File: src/rtl/rx_accept_filter.sv
module rx_accept_filter #(
  parameter int NBUF   = 8,
  parameter int SLOT_W = 11,
  localparam int IDX_W = (NBUF > 1) ? $clog2(NBUF) : 1
) (
  input  logic              clk,
  input  logic              rst_n,
  input  logic              stg_wr,
  input  logic              stg_dir,
  input  logic [SLOT_W-1:0] stg_slot,
  input  logic              stg_dyn,
  input  logic [1:0]        stg_chan,
  input  logic              cmd_valid,
  input  logic [IDX_W-1:0]  cmd_buf,
  input  logic              slot_start,
  input  logic              frm_valid,
  input  logic              frm_ok,
  input  logic [SLOT_W-1:0] frm_slot,
  input  logic              frm_chan,
  input  logic              frm_dyn,
  output logic              hit,
  output logic [IDX_W-1:0]  hit_idx
);

  logic              s_dir, s_dyn;
  logic [SLOT_W-1:0] s_slot;
  logic [1:0]        s_chan;

  logic [NBUF-1:0]   act, dir, dyn, taken;
  logic [SLOT_W-1:0] slot [NBUF];
  logic [1:0]        chan [NBUF];

  logic [NBUF-1:0]   elig;
  logic [NBUF-1:0]   taken_eff;
  logic              any;
  logic [IDX_W-1:0]  win;
  logic              accept;
  logic              cmd_ok;

  assign taken_eff = slot_start ? '0 : taken;
  assign cmd_ok    = cmd_valid && (int'(cmd_buf) < NBUF);

  for (genvar i = 0; i < NBUF; i++) begin : g_ent
    logic both;
    assign both    = &chan[i];
    assign elig[i] = act[i] && !dir[i] && (slot[i] == frm_slot) &&
                     (dyn[i] == frm_dyn) && chan[i][frm_chan] &&
                     !(dyn[i] && both) && !(!dyn[i] && both && taken_eff[i]);
  end

  always_comb begin
    any = 1'b0;
    win = '0;
    for (int i = NBUF - 1; i >= 0; i--) begin
      if (elig[i]) begin
        any = 1'b1;
        win = IDX_W'(i);
      end
    end
  end

  assign accept = frm_valid && frm_ok && any;

  always_ff @(posedge clk) begin
    if (!rst_n) begin
      s_dir  <= 1'b0;
      s_dyn  <= 1'b0;
      s_slot <= '0;
      s_chan <= '0;
    end else if (stg_wr) begin
      s_dir  <= stg_dir;
      s_dyn  <= stg_dyn;
      s_slot <= stg_slot;
      s_chan <= stg_chan;
    end
  end

  always_ff @(posedge clk) begin
    if (!rst_n) begin
      act <= '0;
      dir <= '0;
      dyn <= '0;
      for (int i = 0; i < NBUF; i++) begin
        slot[i] <= '0;
        chan[i] <= '0;
      end
    end else if (cmd_ok) begin
      act[cmd_buf]  <= 1'b1;
      dir[cmd_buf]  <= s_dir;
      dyn[cmd_buf]  <= s_dyn;
      slot[cmd_buf] <= s_slot;
      chan[cmd_buf] <= s_chan;
    end
  end

  always_ff @(posedge clk) begin
    if (!rst_n) begin
      taken <= '0;
    end else begin
      taken <= taken_eff;
      if (accept && !dyn[win] && (&chan[win]))
        taken[win] <= 1'b1;
    end
  end

  always_ff @(posedge clk) begin
    if (!rst_n) begin
      hit     <= 1'b0;
      hit_idx <= '0;
    end else begin
      hit     <= accept;
      hit_idx <= accept ? win : '0;
    end
  end


  idx_zero_chk: assert property (@(posedge clk) disable iff (!rst_n)
    !hit |-> hit_idx == '0);


  hit_needs_frame_chk: assert property (@(posedge clk) disable iff (!rst_n)
    !frm_valid |=> !hit);


  bad_frame_chk: assert property (@(posedge clk) disable iff (!rst_n)
    (frm_valid && !frm_ok) |=> !hit);


  slot_clear_chk: assert property (@(posedge clk) disable iff (!rst_n)
    (slot_start && !frm_valid) |=> taken == '0);


  commit_act_chk: assert property (@(posedge clk) disable iff (!rst_n)
    cmd_ok |=> act[$past(cmd_buf)]);


  taken_static_chk: assert property (@(posedge clk) disable iff (!rst_n)
    $rose(taken[0]) |-> !dyn[0] && (&chan[0]));

endmodule

File: config.mk
export PLATFORM = sky130hd
export DESIGN_NAME = rx_accept_filter
export DESIGN_NICKNAME = d
export VERILOG_FILES = /design/src/rtl/rx_accept_filter.sv
export SDC_FILE = /design/constraint.sdc
export NUM_CORES = 1
export LEC_CHECK = 0
export ABC_AREA = 1
export BUFFER_PORTS_ARGS = -buffer_cell sky130_fd_sc_hd__buf_2
export CAP_MARGIN = 20
export CELL_PAD_IN_SITES_DETAIL_PLACEMENT = 0
export CELL_PAD_IN_SITES_GLOBAL_PLACEMENT = 1
export CORE_MARGIN = 3
export CORE_UTILIZATION = 35
export CTS_BUF_LIST = sky130_fd_sc_hd__clkbuf_16
export CTS_CLUSTER_SIZE = 8
export DETAILED_ROUTE_END_ITERATION = 8
export GPL_TIMING_DRIVEN = 0
export PLACE_DENSITY = 0.69
export SETUP_SLACK_MARGIN = 0.3
export SKIP_LAST_GASP = 1
export SLEW_MARGIN = 20
export SYNTH_ARGS = -nofsm -noshare
export SYNTH_HDL_FRONTEND = slang
export SYNTH_SLANG_ARGS = --single-unit
File: constraint.sdc
create_clock -name clk -period 2.3 [get_ports clk]
set_clock_uncertainty 0.2 [all_clocks]
set_input_delay 0.115 -clock clk [delete_from_list [all_inputs] [get_ports clk]]
set_output_delay 0.115 -clock clk [all_outputs]
set_load 0.03 [all_outputs]
---- After elaboration in Yosys (flattened, before gate mapping) ----
Memories as Yosys holds them, arrays and structs flattened.
Index checks and enable logic that the tools add are counted.
storage, ports and cells
  word-level logic and storage cells ...... 210
  memories ................................ 2
  memory bits (writable) .................. 104
  bits in registers ....................... 51
  input port bits ......................... 38
cells by class
  muxes and demuxes ....................... 52
  bitwise logic cells ..................... 2
  equal/unequal tests ..................... 16
  $lt $le $gt $ge ......................... 5
  reduce and logical (&&, ||, !) cells .... 123
memories
  memory  depth  width  read ports  clocked after memory_dff  write ports  RTL line  text
  slot    8      11     8           0                         8            30        logic [SLOT_W-1:0] slot [NBUF];
  chan    8      2      9           0                         8            31        logic [1:0] chan [NBUF];
operators with widths
  operator                                                                number
  11-bit == test                                                          8
  1-bit logical AND                                                       78
  1-bit zero test                                                         33
  1-bit 2-to-1 mux                                                        33
  3-bit 2-to-1 mux                                                        10
  2-bit AND reduction                                                     10
  8-bit bitwise mux                                                       2
  8-bit 2-to-1 mux                                                        2
  8-bit OR                                                                2
  11-bit 2-to-1 mux                                                       1
  11-bit OR reduction                                                     1
  1-bit == test                                                           8
  3-bit by 4-bit < comparator with 1-bit output (second input constant)   2
  1-bit demux with 3-bit select                                           2
  3-bit by 1-bit >= comparator with 1-bit output (second input constant)  2
  1-bit binary-select mux with 3-bit select                               1
  1-bit by 2-bit < comparator with 1-bit output (second input constant)   1
  2-bit 2-to-1 mux                                                        1
  2-bit OR reduction                                                      1

---- Longest topological paths before layout ----
Gate-level depths: netlist of the first run.
  depth after elaboration ................. 21
  depth in mapped cells ................... 24

---- Worst setup path before layout of the first run ----
OpenSTA, ideal clock, no wires.
  path kind ............................... register -> register
  from .................................... memory slot[0][8]
  to ...................................... register taken[6]
  required time ........................... 1.969 ns
  arrival ................................. 1.880 ns
  clock period less this slack ............ 2.211 ns
  slack ................................... 0.089 ns
  stages on the path, launching flop included .. 21
  path buffers ............................ 0
  path through ............................ edfxtp_1 -> nand2_1 -> nand2_1 -> nor2_1 -> nand2_1 -> nor2_1 -> nand2_2 -> nand2_1 -> inv_2 -> nand2_2 -> nor2_2 -> a21oi_2 -> inv_2 -> nor2_1 -> nand2_1 -> nand2_1 -> inv_1 -> nand2_1 -> nor2_4 -> nand3_1 -> a21oi_1
RTL lines
  what                    RTL line  text
  start: declaration      30
  end signal: assignment  100       taken <= taken_eff;
  end: declaration        29        logic [NBUF-1:0] act, dir, dyn, taken;

==> reports/qor.txt, run 1 <==
Dominant synthesized flop cell = edfxtp_1
WP data required = 2.46 ns
Reg2reg setup slack = -0.39 ns
Max Freq = 371.8 MHz
Worst R2R Path Depth = 22
Final Critical Period = 2.690 ns
Routed Antenna Nets = 0
Largest net degree at the start of global routing = 17
Met1 WL = 11,030 µm
Min-delay src = stg_wr
Power density over cell area = 670.2 nW/µm²
Area delta synth->final = 20.38%
PnR Total Power = 6428 µW
Worst reg2reg endpoint = taken[6]
Final nets = 1,203
Placer congestion estimate = 0.8336
Via/cell ratio = 4.770
Startpoint Class = register
Share of cells above drive strength 1 = 14.94%
Initial antenna violation count = 0
Via count = 6,954
Crit Path Category = reg -> reg
Hold WC Path Type = in -> reg
Most instantiated library cell after synthesis = nand2_1
Worst hold slack = 0.007258 ns
CP Max Fanout = 8
CTS Buffer Depth = 2
RSZ-0062 raised after global routing = true
Area leader, netlist = edfxtp_1
Vias in the first global route = 6,669
Pre-Repair DR Iteration Count = 5
IO Pins = 42
Post-Route WL = 25,050 µm
Gr usage total = 21.13%
Slew Limit Fails = 0
Post-DP HPWL = 18,490 µm
Netlist Area Pre-Place = 7968 µm²
Cells after synthesis = 1,083
Starting density of the core = 36.06%
Max Cap Viol = 0
WL per Instance = 17.18 µm
Htree depth = 4
Sequential area share after synthesis = 52.01%
Diodes inserted = 0
Mean Syn Cell Area = 7.357 µm²
Measured slew at the worst slew-check pin = 0.6851 ns
Max VDD drop = 0.0004942 V
First-pass GRT wire length = 38,180 µm
Status = finished, violations left
CP Data Arrival Time = 2.85 ns
Async set or reset register ratio after synthesis = 0%
Post-synth EDFFs = 104
Met2 wire length = 12,250 µm
Total congestion overflow = 0
Num CTS Buffers = 17
CP Capture Type = register
Leak Pwr = 0.004230 µW
Count of buffers from port buffering = 27
Final hold violations = 0
Place WS = -0.6727 ns
Highest routed layer = met4
Final setup fails = 8
Synthesized Nets = 1,121
Clock Root Buffer = clkbuf_16
Iteration-0 DRC Markers = 462
Top post-synthesis cells by area = edfxtp_1 (39%), nand2_1 (17%), dfxtp_1 (13%), nor2_1 (9.9%), inv_1 (6.3%)
Violated checks = negative setup slack
Row cnt = 54
Worst Hold Depth = 4
YS warnings = 0
Width of the die = 156.9 µm
Crit Reg-Reg Startpoint = slot[7][0]
Final period util = 116.9%
Clock transition at the registers of the reported paths = 0.07 ns
WL met3 = 1153 µm
Top post-synthesis cells by count = nand2_1 (368), nor2_1 (210), inv_1 (134)
Synthesized flop and latch total = 155
Slew headroom = 54.33%
Worst skew pair latency = 0.43 ns
CTS tree = yes
Total core area = 22,090 µm²
TNS Setup = -2.991 ns
Hold Path Sink = s_chan[0]
Clk sink count = 155
Cell variety after synth = 30
Final setup margin = -0.3897 ns
Die area = 24,610 µm²
Residual DRC = 0
Synth top area share = 39.20%
Die Y = 156.9 µm
per-layer routing:
metal	up-vias	track usage [%]
li1	3530	-
met1	3230	28.08
met2	167	35.65
met3	27	2.378
met4	0	7.628
met5	-	0
registers in the layout, summed over array words and instances, names as in the netlist:
register and count:
s_dyn 1, dir 8, s_chan 2, slot 88, s_dir 1, hit_idx 3
hit 1, s_slot 11, act 8, dyn 8, taken 8, chan 16
stage by stage:
step	area, µm²	util (%)	std cells
final	9592	43.41	1458
after CTS	9430	42.68	1450
after floorplan	7973	-	1083
after detailed placement	8458	38.28	1390
after global placement	8458	38.28	1390
after global routing	9592	43.41	1458
final cells by class:
| cell class | instances | area [µm²] |
|---|---|---|
| Tap cell | 280 | 350.3 |
| Clock inverter | 15 | 128.9 |
| Clock buffer | 17 | 425.4 |
| Fill cell | 2239 | 12500 |
| Sequential cell | 155 | 4146 |
| Timing Repair Buffer | 63 | 479.2 |
| Inverter | 165 | 636.9 |
| Multi-Input combinational cell | 730 | 3256 |
| Buffer | 33 | 168.9 |
kinds of logic (layout without fill, tap and decap cells):
group | Yosys count | after routing | share of synthesized area [%]
xor+xnor | 1 | 1 | 0.1099
simple gates | 641 | 641 | 31.93
buf+inv | 198 | 293 | 10.11
compound gates | 88 | 88 | 5.842
flops | 155 | 155 | 52.01
what timing repair did:
item | 4_1_cts | 5_1_grt
buffers inserted | 2 | 8
resized for setup | 45 | 37
pin swaps | 12 | 19
hold buffers | 25 | 0
endpoints found under the setup margin | 40 | 66
gates cloned | 1 | 0
endpoints found under the hold margin | 27 | 0
power by group:
group	leakage, µW	switching (µW)	internal [µW]
registers	0.00150	46.8	3070
clock network	0.000275	1270	1420
logic	0.00245	444	171
worst max-delay path: stages, from the launching register on:
cell	delay, ns
edfxtp_1	0.40
nand2_1	0.08
nand2_1	0.07
inv_1	0.05
nand2_1	0.04
nor2_1	0.10
nand2_1	0.10
nor2_1	0.11
nand2_1	0.06
nand2_1	0.05
nand2_1	0.05
nand2_1	0.07
nand2_2	0.07
nand2_4	0.11
nand2_8	0.08
buf_4	0.13
nand3_1	0.06
nand2_1	0.06
nor2_1	0.11
nand2_1	0.11
nor2_4	0.22
nand3_2	0.13
a21oi_1	0.14
layout by cell type, fill, tap and decap left out, types with 14 or more instances in the layout:
cell type        n
edfxtp_1       104
clkbuf_16       17
nand2_2         25
nor2_1         193
clkbuf_1        19
nand3_1         27
dlygate4sd3_1   25
nand2_1        345
a21oi_1         23
inv_2           17
inv_1          127
dfxtp_1         49
buf_2           33
o21ai_0         43
clkinv_1        15
buf_4           14
how the worst max path moves through the flow:
stage               end  slack [ns]   startpoint  cells after the start
3_5_place_dp   taken[3]       -0.67  frm_slot[9]                     22
3_3_place_gp   taken[3]       -0.66  frm_slot[9]                     22
4_1_cts        taken[3]       -0.34  slot[6][10]                     20
6_report       taken[6]       -0.39   slot[7][0]                     22
5_1_grt        taken[7]       -0.58   chan[4][1]                     20
2_1_floorplan  taken[0]        0.11   slot[7][0]                     22
Power figures use the tool's default switching activity.
==> run 2, diff against run 1 <==
CTS_BUF_LIST = sky130_fd_sc_hd__clkbuf_2 sky130_fd_sc_hd__clkbuf_4 sky130_fd_sc_hd__clkbuf_8   (was sky130_fd_sc_hd__clkbuf_16)
PLACE_DENSITY = default   (was 0.69)
PLACE_DENSITY_LB_ADDON = 0.12   (was default)
==> reports/qor.txt, run 2 (synthesis gave the netlist of run 1 again) <==
Fill cells = 2,296 (+2.5%)
Design Area, Final = 9677 µm² (+0.89%)
Final setup fails = 8 (unchanged)
Width of the die = 156.9 µm (unchanged)
Num CTS Buffers = 17 (unchanged)
Place WS = -0.7829 ns (-0.1102 ns)
Placed instance area = 8458 µm² (unchanged)
Starting density of the core = 36.06% (unchanged)
CP Data Arrival Time = 2.89 ns (+0.04 ns)
Violated checks = negative setup slack
Leak Pwr = 0.004282 µW (+1.2%)
Share of cells above drive strength 1 = 16.50% (+1.6 points)
Startpoint Class = register
Commonest non-fill, non-tap cell in the layout = nand2_1
Placed insts = 1,390 (unchanged)
Vias in the first global route = 6,665 (-0.060%)
Max VDD drop = 0.0003279 V (-34%)
Top reg by flops = slot
Via count = 7,029 (+1.1%)
Largest regs = slot: 88 flops, chan: 16 flops, s_slot: 11 flops
CP Max Fanout = 10 (+2)
Die area = 24,610 µm² (unchanged)
Register area = 4150 µm² (about the same)
Post-Layout Cell Count = 1,480 (+1.5%)
Pre-Repair DR Iteration Count = 7 (+2)
RSZ-0062 raised after global routing = true
Slew headroom = 55.42% (+1.1 points)
Worst skew pair latency = 0.47 ns (+0.04 ns)
Final setup margin = -0.4045 ns (-0.01486 ns)
Max Cap Viol = 0 (unchanged)
Area delta synth->final = 21.45%
Final Critical Period = 2.705 ns (+0.01486 ns)
Count of buffers from port buffering = 27 (unchanged)
Clock Root Buffer = clkbuf_8
Htree depth = 4 (unchanged)
CTS Buffer Depth = 2 (unchanged)
Max reg flops = 88 (unchanged)
Row cnt = 54 (unchanged)
Post-Route WL = 25,540 µm (+1.9%)
Worst hold slack = 0.04152 ns (+0.03426 ns)
Die Y = 156.9 µm (unchanged)
WL per Instance = 17.25 µm (+0.43%)
Routed Antenna Nets = 0 (unchanged)
Gr usage total = 21.23% (+0.11 points)
Total congestion overflow = 0 (unchanged)
Footprint of the multi-input gates = 3286 µm² (+0.92%)
Diodes inserted = 0 (unchanged)
Crit Path Category = reg -> reg
Measured slew at the worst slew-check pin = 0.6671 ns (-0.01802 ns)
Via/cell ratio = 4.749 (-0.42%)
First-pass GRT wire length = 38,290 µm (+0.27%)
Status = finished, violations left
Final period util = 117.6% (+0.65 points)
IO Pins = 42 (unchanged)
Power density over cell area = 598.9 nW/µm² (-11%)
Slew Limit Fails = 0 (unchanged)
Final nets = 1,225 (+1.8%)
Max Freq = 369.7 MHz (-0.55%)
Clock transition at the registers of the reported paths = 0.09 ns (+0.02 ns)
CP Capture Type = register
Residual DRC = 0 (unchanged)
Iteration-0 DRC Markers = 522 (+13%)
Most frequent cells in the layout = nand2_1 (340), nor2_1 (187), inv_1 (127)
Largest net degree at the start of global routing = 17 (unchanged)
Placer congestion estimate = 0.8439 (+1.2%)
Post-DP HPWL = 19,080 µm (+3.2%)
Initial antenna violation count = 0 (unchanged)
CTS tree = yes
Total core area = 22,090 µm² (unchanged)
WP data required = 2.49 ns (+0.03 ns)
Final hold violations = 0 (unchanged)
Clk sink count = 155 (unchanged)
Hold WC Path Type = in -> reg
run 2: changes by cell type in the layout (fill, tap and decap cells not counted), moves of 3 or more:
cell / delta
clkbuf_8: +19
clkbuf_16: -17
dlygate4sd3_1: +15
buf_4: +7
nor2_2: +7
nor2_1: -6
nand2_1: -5
nand2_2: +4
buf_6: -3
clkinv_2: +3
clkinv_4: -3
dfxtp_1: -3
dfxtp_2: +3
o21ai_1: +3
run 2: cell type report:
class,instances,area share (%)
clock inverters,12,1.138
repair buffers,85,7.228
inverters,165,6.607
well taps,280,3.620
plain buffers,33,1.784
clock buffers,20,2.780
multi-input cells,730,33.95
flip-flops and latches,155,42.89
run 2: timing repair:
action                                  in CTS  in global routing
hold buffers                                40                  0
resized for setup                           33                 64
endpoints found under the hold margin       27                  0
buffers inserted                             3                 15
endpoints found under the setup margin      21                 40
pin swaps                                    4                 30
run 2: metrics by stage:
step	setup TNS, ns	utilization, %	power, µW
floorplan	0	-	3528
global placement	-13.56	38.28	3758
detailed placement	-12.54	38.28	3761
CTS	-2.843	42.46	5814
global route	-4.856	43.80	6006
finish	-2.929	43.80	5796
run 2: worst max-delay path: stages (launching register included):
cell      delay [ns]
edfxtp_1        0.43
nand2_2         0.11
nand2_1         0.07
inv_1           0.05
nand2_1         0.06
nor2_1          0.09
nand2_1         0.07
nor2_2          0.13
nand2_2         0.05
nand2_1         0.06
nand2_1         0.05
nand2_1         0.07
nand2_2         0.06
nand2_4         0.10
nand2_4         0.08
buf_8           0.15
nand3_1         0.07
nand4_1         0.15
nor2_4          0.31
nand3_2         0.13
a21oi_1         0.14
run 2: path summary, 6_finish.rpt:
path,start,end,slack (ns),cells after the start
setup / recovery,slot[7][7],taken[0],-0.40,20
hold / removal,rst_n,dyn[1],0.04,3
setup reg to reg,slot[7][7],taken[0],-0.40,20
hold reg to reg,act[6],act[6],0.26,2
run 2: report_power, final:
part           internal [µW]  switching [µW]  leakage (µW)  total (µW)
Combinational            200             453       0.00257         653
Sequential              3070            47.3       0.00150        3120
Clock                    937            1090      0.000202        2030
run 2: metal layers:
layer / wire length, µm / part of all wire [%] / global-route usage (%) / up-vias
met5: 0 / 0 / 0 / -
met4: 612 / 2.4 / 7.378 / 0
met3: 1188 / 4.7 / 3.208 / 33
met2: 12450 / 49 / 35.90 / 175
met1: 11290 / 44 / 27.76 / 3259
li1: - / - / - / 3562
